## config.mk

```make
export PLATFORM = sky130hd
export DESIGN_NAME = smb_cmd_slave
export DESIGN_NICKNAME = d
export VERILOG_FILES = /design/src/rtl/smb_cmd_slave.sv
export SDC_FILE = /design/constraint.sdc
export NUM_CORES = 1
export LEC_CHECK = 0
export BUFFER_PORTS_ARGS = -buffer_cell sky130_fd_sc_hd__buf_2
export CAP_MARGIN = 20
export CORE_ASPECT_RATIO = 0.75
export CORE_MARGIN = 3
export CORE_UTILIZATION = 55
export DETAILED_ROUTE_END_ITERATION = 8
export PLACE_DENSITY = 0.75
export SYNTH_ARGS = -nofsm -noshare
export SYNTH_HDL_FRONTEND = slang
export SYNTH_SLANG_ARGS = --single-unit
```

## constraint.sdc

```tcl
create_clock -name clk -period 3.05 [get_ports clk]
set_input_delay 0.915 -clock clk [delete_from_list [all_inputs] [get_ports clk]]
set_output_delay 0.915 -clock clk [all_outputs]
set_load 0.05 [all_outputs]
```

## src/rtl/smb_cmd_slave.sv

```systemverilog
module smb_cmd_slave #(
  parameter logic [3:0]  DEV_TYPE = 4'b1010,
  parameter int unsigned REG_LAST = 'h45,
  parameter int unsigned RA_W     = $clog2(REG_LAST + 1)
) (
  input  logic            clk,
  input  logic            rst_n,
  input  logic            scl_in,
  input  logic            sda_in,
  input  logic            a1_pin,
  input  logic            a0_pin,
  output logic            sda_oe,
  output logic            rb_we,
  output logic [RA_W-1:0] rb_addr,
  output logic [7:0]      rb_wdata,
  output logic [7:0]      reg_ptr,
  output logic [7:0]      cfg_addr,
  output logic [7:0]      usr_addr,
  output logic            usr_page,
  output logic            blk_rd_start,
  output logic            reboot
);
  localparam logic [7:0] LAST_B = 8'(REG_LAST);

  typedef enum logic [2:0] {S_IDLE, S_ADDR, S_CMD, S_D1, S_D2, S_SKIP} st_t;

  logic [1:0] scl_sy, sda_sy;
  logic       scl_q, sda_q;
  st_t        st, nxt;
  logic [3:0] bitcnt;
  logic       in_ack, ack;
  logic [7:0] sh, cmd_q;

  wire scl_s    = scl_sy[1];
  wire sda_s    = sda_sy[1];
  wire scl_rise = scl_s & ~scl_q;
  wire scl_fall = ~scl_s & scl_q;
  wire start_c  = scl_s & scl_q & sda_q & ~sda_s;
  wire stop_c   = scl_s & scl_q & ~sda_q & sda_s;
  wire [7:0] cmd_nx = cmd_q + 8'd1;
  wire cmd_reg  = cmd_q <= LAST_B;
  wire cmd_mem  = cmd_q inside {8'h80, 8'h81, 8'h82};

  always_ff @(posedge clk or negedge rst_n)
    if (!rst_n) begin
      scl_sy <= 2'b11; sda_sy <= 2'b11; scl_q <= 1'b1; sda_q <= 1'b1;
    end else begin
      scl_sy <= {scl_sy[0], scl_in}; sda_sy <= {sda_sy[0], sda_in};
      scl_q  <= scl_s;                sda_q  <= sda_s;
    end

  always_comb begin
    ack = 1'b0;
    nxt = S_SKIP;
    case (st)
      S_ADDR: begin
        ack = sh[7:4] == DEV_TYPE && sh[3] == a1_pin && sh[2] == a0_pin;
        nxt = (ack && !sh[0]) ? S_CMD : S_SKIP;
      end
      S_CMD: begin
        ack = sh <= LAST_B || sh inside {8'h80, 8'h81, 8'h82, 8'h84, 8'h88};
        nxt = ack ? S_D1 : S_SKIP;
      end
      S_D1: begin
        ack = cmd_reg || cmd_mem;
        nxt = ack ? S_D2 : S_SKIP;
      end
      S_D2: ack = cmd_q < LAST_B || cmd_mem;
      default: ;
    endcase
  end

  always_ff @(posedge clk or negedge rst_n)
    if (!rst_n) begin
      st <= S_IDLE; bitcnt <= '0; in_ack <= 1'b0; sh <= '0; cmd_q <= '0;
      sda_oe <= 1'b0; rb_we <= 1'b0; rb_addr <= '0; rb_wdata <= '0;
      reg_ptr <= '0; cfg_addr <= '0; usr_addr <= '0; usr_page <= 1'b0;
      blk_rd_start <= 1'b0; reboot <= 1'b0;
    end else begin
      rb_we <= 1'b0; blk_rd_start <= 1'b0; reboot <= 1'b0;
      if (start_c) begin
        blk_rd_start <= st == S_D1 && cmd_q == 8'h84;
        st <= S_ADDR; bitcnt <= '0; in_ack <= 1'b0; sda_oe <= 1'b0;
      end else if (stop_c) begin
        reboot <= st == S_D1 && cmd_q == 8'h88;
        st <= S_IDLE; bitcnt <= '0; in_ack <= 1'b0; sda_oe <= 1'b0;
      end else if (st != S_IDLE) begin
        if (scl_rise && bitcnt < 4'd8) begin
          sh <= {sh[6:0], sda_s};
          bitcnt <= bitcnt + 4'd1;
        end
        if (scl_fall && in_ack) begin
          in_ack <= 1'b0; sda_oe <= 1'b0; bitcnt <= '0;
        end else if (scl_fall && bitcnt == 4'd8) begin
          in_ack <= 1'b1; sda_oe <= ack; st <= nxt;
          if (ack)
            case (st)
              S_CMD: begin
                cmd_q <= sh;
                if (sh <= LAST_B) reg_ptr <= sh;
              end
              S_D1:
                if (cmd_reg) begin
                  rb_we <= 1'b1; rb_addr <= cmd_q[RA_W-1:0]; rb_wdata <= sh;
                end else if (cmd_q == 8'h80) cfg_addr <= sh;
                else begin
                  usr_addr <= sh; usr_page <= cmd_q[1];
                end
              S_D2:
                if (cmd_q < LAST_B) begin
                  rb_we <= 1'b1; rb_addr <= cmd_nx[RA_W-1:0]; rb_wdata <= sh;
                end
              default: ;
            endcase
        end
      end
    end
endmodule

```

Yosys cells after proc, flatten, opt, wreduce, memory -nomap -nowiden
Cells that the tools add are included.
{"block": "totals", "mem_bits_rw": 0, "latch_bits": 0, "in_bits": 6, "mem_bits_ro": 0, "register_bits": 74, "n_memories": 0, "output_inout_bits": 44, "elab_cells": 134}
{"block": "classes", "mul": 0, "n_reduce_logical": 29, "n_lt_le_gt_ge": 4, "bitwise_logic": 16, "shifts": 0, "add_sub_neg": 2, "muxes": 43, "n_div": 0, "eq_ne": 21}
{"op": "8-bit equality test (second input constant)", "count": 10}
{"op": "9-bit AND reduction", "count": 3}
{"op": "1-bit 2-to-1 mux", "count": 22}
{"op": "3-bit 2-to-1 mux", "count": 7}
{"op": "4-bit 2-to-1 mux", "count": 5}
{"op": "8-bit by 7-bit less-or-equal comparator with 1-bit output (second input constant)", "count": 2}
{"op": "8-bit 2-to-1 mux", "count": 2}
{"op": "8-bit one-hot mux with 2 select lines", "count": 1}
{"op": "7-bit 2-to-1 mux", "count": 2}
{"op": "7-bit one-hot mux with 2 select lines", "count": 1}
{"op": "3-bit nonzero test", "count": 4}
{"op": "1-bit NOT", "count": 9}
{"op": "3-bit one-hot mux with 3 select lines", "count": 1}
{"op": "4-bit equality test (second input constant)", "count": 2}
{"op": "1-bit logical AND", "count": 8}
{"op": "8-bit by 7-bit less-than comparator with 1-bit output (second input constant)", "count": 1}
{"op": "8-bit AND reduction", "count": 1}
{"op": "4-bit nonzero test", "count": 2}
{"op": "7-bit by 1-bit adder with 7-bit output (second input constant)", "count": 1}
{"op": "1-bit AND", "count": 7}
{"op": "7-bit AND reduction", "count": 1}
{"op": "3-bit by 2-bit equality test with 1-bit output (second input constant)", "count": 2}
{"op": "5-bit nonzero test", "count": 1}
{"op": "4-bit by 1-bit adder with 4-bit output (second input constant)", "count": 1}
{"op": "other kinds (14)", "count": 19}

Depth between registers and ports, before layout
Gate-level depths: netlist of the first run.
{"block": "logic_depth", "ltp_word": 11, "depth_mapped": 9, "ltp_nobuf": 8}

Worst setup path before layout of the first run
Ideal clock, no wire load.
{"block": "synth_path", "path_type": "register to register", "from": "reg cmd_q[3]", "to": "reg rb_wdata[0]", "path_buffers": 1, "path_stages_with_launch": 6, "setup_time_ns": 0.125, "arrival_ns": 2.065, "path_slack_ns": 0.860, "period_less_slack_ns": 2.190, "required_ns": 2.925, "cell_sequence": "dfrtp_1 > or3_1 > o21a_1 > nor4_2 > buf_2 > mux2_2"}
{"block": "synth_between", "elab_chain_cells": 5, "word_cells_on_any_way": 12, "cone_classes": "2 x order compare; 5 x eq/ne; 1 x mux; 4 x reduce/logical"}
{"element": "start, declared", "line": "32", "source": "logic [7:0] sh, cmd_q;"}
{"element": "start signal, assigned", "line": "99", "source": "cmd_q <= sh;"}
{"element": "parallel branches: the longest is 4 deep, another holds 8-bit by 7-bit less-than comparator with 1-bit output"}
{"element": "9-bit AND reduction (no source line) *"}
{"element": "end signal, assigned", "line": "76", "source": "sda_oe <= 1'b0; rb_we <= 1'b0; rb_addr <= '0; rb_wdata <= '0;"}
{"element": "end signal, assigned", "line": "104", "source": "rb_we <= 1'b1; rb_addr <= cmd_q[RA_W-1:0]; rb_wdata <= sh;"}
{"element": "end signal, assigned", "line": "111", "source": "rb_we <= 1'b1; rb_addr <= cmd_nx[RA_W-1:0]; rb_wdata <= sh;"}
{"element": "end, declared", "line": "15", "source": "output logic [7:0] rb_wdata,"}
Mark *: on every way between the ends.
A chain may end at the register's enable or synchronous reset.

Worst setup path after layout of the first run
{"block": "layout_path", "from": "reg bitcnt[0]", "to": "reg cfg_addr[1]"}
{"block": "layout_between", "elab_chain_cells": 3}
{"element": "start, declared", "line": "30", "source": "logic [3:0] bitcnt;"}
{"element": "start signal, assigned", "line": "90", "source": "bitcnt <= bitcnt + 4'd1;"}
{"element": "4-bit equality test", "line": "94", "source": "end else if (scl_fall && bitcnt == 4'd8) begin"}
{"element": "1-bit logical AND", "line": "94"}
{"element": "9-bit AND reduction (no source line)"}
{"element": "end signal, assigned", "line": "105", "source": "end else if (cmd_q == 8'h80) cfg_addr <= sh;"}
{"element": "end, declared", "line": "17", "source": "output logic [7:0] cfg_addr,"}
No other way between the ends.

==> results of run 1 <==
==> routing by layer <==
layer,global-route usage (%),up-vias,part of all wire (%)
met5,0,-,0
met4,4.21,0,0.89
met3,6.28,9,6.7
met2,31.7,82,44
met1,29.4,1139,48
li1,-,1130,-
==> critical path, stage by stage, from the launching register on <==
cell	delay, ns
dfrtp_1	0.42
inv_1	0.07
ha_1	0.14
and4bb_2	0.26
nand3b_1	0.33
o21bai_1	0.31
nor3_2	0.55
mux2_2	0.41
==> area by class of cell <==
class                   count  area share, %
multi-input cells         197           37.3
clock buffers               9           3.14
clock inverters             7           2.54
repair buffers             52           7.10
flip-flops and latches     74           47.1
inverters                   4          0.380
well taps                  78           2.47
==> registers in the layout (all words and copies together) (netlist names), 2 cells and up <==
| name | cells |
|---|---|
| sda_sy | 2 |
| cmd_q | 8 |
| sh | 8 |
| scl_sy | 2 |
| rb_addr | 7 |
| usr_addr | 8 |
| reg_ptr | 8 |
| st | 3 |
| cfg_addr | 8 |
| bitcnt | 4 |
| rb_wdata | 8 |
==> placed cells by master (no fill, tap or decap), types with 4 or more instances in the layout <==
cell type and n:
dfrtp_1 68, buf_2 49, nand2_1 39, mux2_2 29, nor2_1 19, a21oi_1 11
mux2_4 9, clkbuf_8 9, o21ai_0 8, ha_1 7, dfstp_2 6, or3_1 5
xnor2_1 5, inv_1 4, nor3_1 4, nand4_1 4, xor2_1 4
==> power breakdown <==
part	total (mW)	leakage [nW]	switching, mW	internal, mW
Clock	0.854	0.114	0.386	0.467
Combinational	0.159	0.935	0.0879	0.0713
Sequential	1.14	0.999	0.114	1.03
==> metrics by stage <==
step	power, mW	hold slack [ns]	cells	instance area, um^2
finish	2.16	0.358	421	3950
global route	2.26	0.364	421	3950
CTS	2.17	0.359	421	3950
detailed placement	1.32	0.347	405	3720
global placement	1.32	0.346	405	3720
floorplan	1.24	0.345	290	3400
==> cells by family (layout without fill, tap and decap cells) <==
family,count (synthesis),in the layout,synth area share (%)
AND/OR/NAND/NOR,102,102,16.0
flip-flops,74,74,54.7
AO/OA/AOI/OAI,40,40,8.13
multiplexers,39,39,13.9
buffers and inverters,19,72,2.32
XOR/XNOR,9,9,2.32
adder cells (fa/ha/maj),7,7,2.58
==> synth_stat cells, drive strengths merged, types with 2 or more instances <==
library cell	count	area, um^2
a32o	2	20.0
o211ai	2	28.8
nor2b	3	18.8
o21ai	8	40.0
nand3	2	10.0
clkbuf	10	38.8
nand2	41	169
nand3b	2	15.0
or2	2	12.5
nor3b	4	35.0
nor3	5	30.0
xnor2	5	43.8
nand4	4	25.0
xor2	4	35.0
nor2	19	71.3
o31ai	3	22.5
a31oi	3	18.8
a21oi	11	55.1
mux2	39	473
inv	4	15.0
dfstp	6	158
a211o	2	17.5
nor4b	2	17.5
buf	5	25.0
and2	2	12.5
dfrtp	68	1700
nor4	3	25.0
nand4b	2	17.5
ha	7	87.6
or3	5	31.3
and3	2	12.5
==> path summary, 6_finish.rpt <==
check | endpoint | slack, ns
hold / removal | scl_sy[1] | 0.36
hold reg to reg | scl_sy[1] | 0.36
setup reg to reg | cfg_addr[1] | 0.43
setup / recovery | cfg_addr[1] | 0.43
min in group asynchronous | rb_addr[1] | 0.58
max in group asynchronous | sda_sy[0] | 2.14
==> results.json, run 1 <==
{
  "dp_hpwl_mm": 4.66,
  "antenna_found_initial": 0,
  "wl_mm": 7.05,
  "end_kind": "flip-flop",
  "layout-drive-gt1-share_pct": 35.9,
  "seq_area_um2": 1860,
  "place.gp.congestion": 0.891,
  "min_from": "scl_sy[0]",
  "dieArea_um2": 7170,
  "synth_seq_cells": 74,
  "crit_start": "bitcnt[0]",
  "reg2reg_depth": 7,
  "status": "finished clean",
  "holdCritPathClass": "reg -> reg",
  "clock_skew_ns": 0.00920,
  "routedWlPerCell_um": 16.7,
  "via_per_inst": 5.61,
  "core_area_um2": 5890,
  "avgSynthCellArea_um2": 11.7,
  "syn_to_final_growth_pct": 16.1,
  "clock_sinks": 74,
  "cp_max_fo": 8,
  "first_global_vias": 2273,
  "finalNetCount": 351,
  "drv_slew": 0,
  "die-width_um": 96.8,
  "fp-row-count": 24,
  "holdPathStages": 0,
  "vias": 2360,
  "clk_latency_ns": 0.35,
  "synthCells": 290,
  "htreeDepth": 3,
  "post-place-ws_ns": 0.433,
  "worst_slew_pin_slew_ns": 0.708,
  "drtIter0Drc": 169,
  "cts_root_buf": "clkbuf_8",
  "tns_ns": 0,
  "leakagePower_nw": 2.05,
  "clk_pin_slew_worst_paths_ns": 0.08,
  "cts_setup_buffers": 0,
  "finalCritPeriodShare_pct": 85.8,
  "fillers": 466,
  "rsz0062_at_grt": "false",
  "synthArstFlopShare_pct": 100,
  "crit_path_start_kind": "flip-flop",
  "hold_viol": 0,
  "grt.overflow.total": 0,
  "power_density_nw_per_um2": 547,
  "yosysWarnings": 0,
  "drc": 0,
  "antenna_cells": 0,
  "peakVddDrop_uv": 340,
  "seq_area_frac_synth_pct": 54.7,
  "cts_hold_buf": 0,
  "final_core_util_pct": 67.0,
  "clockBufferDepth": 2,
  "syn_nets": 303,
  "detail-route-antenna-nets": 0,
  "crit_required_ns": 3.29,
  "worstSetupPathType": "reg -> reg",
  "cts-buffers-inserted": 9,
  "drv_cap": 0,
  "drt-pass1-iter-count": 4,
  "portBuffers": 49,
  "ios": 50,
  "crit_arrival_ns": 2.85,
  "synth_area_um2": 3400,
  "grt_max_degree": 75,
  "die_height_um": 74.1,
  "start_util_pct": 57.8,
  "setup_viol": 0,
  "synth_edf_count": 0,
  "multi_input_area_um2": 1470,
  "setup_slack_ns": 0.432,
  "groute.usage.overall_pct": 20.6,
  "timing.fmax_ghz": 0.382,
  "reg2reg_from": "bitcnt[0]",
  "synth_cell_types": 52,
  "max_slew_margin_pct": 52.5,
  "grt_pass1_wl_mm": 11.6,
  "fin_crit_ns": 2.62,
  "synth_ff_type": "dfrtp_1",
  "tritoncts": "done",
  "cts_repair_resize_count": 0
}
Note: power is estimated with default switching activity, not from simulation.
==> run 2, diff against run 1 <==
- ABC_AREA: unset -> 1
==> results.json, run 2 <==
{
  "finalCritPeriodShare_pct": 76.7,
  "tritoncts": "done",
  "clock_sinks": 74,
  "timing.fmax_ghz": 0.428,
  "wl_mm": 7.96,
  "cp_max_fo": 19,
  "die_height_um": 78.2,
  "yosysTopAreaCell": "dfrtp_1",
  "synth_common_cells": "145 x nand2_1, 68 x dfrtp_1, 48 x nand4_1",
  "grt_pass1_wl_mm": 13.8,
  "dieArea_um2": 8010,
  "avgSynthCellArea_um2": 8.52,
  "yosysWarnings": 0,
  "power_density_nw_per_um2": 519,
  "crit_required_ns": 3.30,
  "fillers": 547,
  "grt.overflow.total": 0,
  "seq_area_frac_synth_pct": 48.6,
  "syn_nets": 462,
  "drtIter0Drc": 153,
  "crit_path_start_kind": "flip-flop",
  "groute.usage.overall_pct": 22.1,
  "drv_cap": 0,
  "final_common_cell": "nand2_1",
  "htreeDepth": 3,
  "leakagePower_nw": 2.32,
  "crit_arrival_ns": 2.59,
  "synth_cell_types": 34,
  "holdCritPathClass": "reg -> reg",
  "tns_ns": 0,
  "cts_repair_resize_count": 0,
  "syn_to_final_growth_pct": 11.1,
  "netlist_top_cells_area": "dfrtp_1 44%, nand2_1 14%, nand4_1 7.8%, dfstp_2 4.1%, inv_1 3.0%",
  "drv_slew": 0,
  "finalNetCount": 506,
  "synth_ff_type": "dfrtp_1",
  "synth_seq_cells": 74,
  "cts_root_buf": "clkbuf_8",
  "fin_crit_ns": 2.34,
  "setup_viol": 0,
  "max_slew_margin_pct": 61.7,
  "die-width_um": 102,
  "antenna_found_initial": 0,
  "synth_area_um2": 3830,
  "synthArstFlopShare_pct": 100,
  "first_global_vias": 2834,
  "place_area_um2": 4060,
  "stdcell_area_um2": 4250,
  "dp_hpwl_mm": 5.88,
  "worstSetupPathType": "reg -> reg",
  "peakVddDrop_uv": 408,
  "clk_pin_slew_worst_paths_ns": 0.07,
  "portBuffers": 49,
  "synthCells": 449,
  "clk_latency_ns": 0.36,
  "antenna_cells": 0,
  "yosys.cell_count.top_type": "nand2_1",
  "ios": 50,
  "end_kind": "flip-flop",
  "start_util_pct": 58.8,
  "vias": 3023,
  "clockBufferDepth": 2,
  "layout_common_cells": "145 x nand2_1, 68 x dfrtp_1, 49 x buf_2, 48 x nand4_1, 31 x inv_1",
  "status": "finished clean",
  "cts_hold_buf": 0,
  "hold_viol": 0,
  "worst_slew_pin_slew_ns": 0.573,
  "core_area_um2": 6510,
  "drc": 0,
  "rsz0062_at_grt": "false",
  "cts_setup_buffers": 0,
  "routedWlPerCell_um": 13.8,
  "drt-pass1-iter-count": 4,
  "synth_top_area_share_pct": 44.5,
  "clock_skew_ns": 0.00498,
  "grt_max_degree": 37,
  "detail-route-antenna-nets": 0,
  "fp-row-count": 25,
  "synth_edf_count": 0,
  "layout-drive-gt1-share_pct": 25.5,
  "cts-buffers-inserted": 9,
  "place.gp.congestion": 0.852,
  "via_per_inst": 5.22
}
run 2: where the power goes:
group	leakage [nW]	internal, mW	switching [mW]	total (mW)
clock	0.0954	0.375	0.361	0.736
sequential	0.994	1.05	0.113	1.16
combinational	1.23	0.0865	0.227	0.313
run 2: path summary, 6_finish.rpt:
path,start,slack [ns],cells after the start,to
setup / recovery,bitcnt[0],0.71,9,usr_addr[7]
hold / removal,scl_sy[0],0.36,0,scl_sy[1]
setup reg to reg,bitcnt[0],0.71,9,usr_addr[7]
hold reg to reg,scl_sy[0],0.36,0,scl_sy[1]
max in group asynchronous,rst_n,1.89,2,cfg_addr[2]
min in group asynchronous,rst_n,0.47,1,bitcnt[3]
run 2: cell type report:
type	count	area (um^2)	share of cell area, %
tap	81	101	2.38
inverter	48	180	4.24
timing repair buffer	51	260	6.12
multi-input combinational	309	1660	39.0
clock buffer	9	124	2.91
clock inverter	7	68.8	1.62
sequential	74	1860	43.7
run 2: metal layers:
| metal | wire (um) | vias up | GRT usage [%] | share of wire (%) |
|---|---|---|---|---|
| met5 | 0 | - | 0 | 0 |
| met4 | 79 | 0 | 6.42 | 0.99 |
| met3 | 553 | 10 | 6.93 | 6.9 |
| met2 | 3440 | 81 | 30.8 | 43 |
| met1 | 3890 | 1383 | 33.0 | 49 |
| li1 | - | 1549 | - | - |
run 2: stage by stage:
step	util (%)	power (mW)	std cells	hold slack [ns]	setup WS, ns
2_1_floorplan	-	1.40	449	0.345	1.22
3_3_place_gp	62.4	1.48	563	0.346	0.784
3_5_place_dp	62.4	1.49	563	0.349	0.694
4_1_cts	65.4	2.22	579	0.360	0.749
5_1_grt	65.4	2.34	579	0.365	0.490
6_report	65.4	2.21	579	0.358	0.711
run 2: logic make-up (layout without fill, tap and decap cells):
kind of cell | after synthesis | after routing | share of synthesized area [%]
and+or+nand+nor | 274 | 274 | 36.6
xor gates and xnor gates | 4 | 4 | 0.915
AOI/OAI and AO/OA | 24 | 24 | 3.56
adders and majority gates | 7 | 7 | 2.29
buffers and inverters | 66 | 115 | 8.04
DFF | 74 | 74 | 48.6
run 2: critical path: stages (launching register included):
cell,delay [ns]
dfrtp_1,0.38
inv_1,0.12
ha_1,0.16
nand3_1,0.11
nor2_4,0.40
nand2_1,0.30
nor2_8,0.33
nand3_2,0.23
nand2_1,0.14
nand2_1,0.05
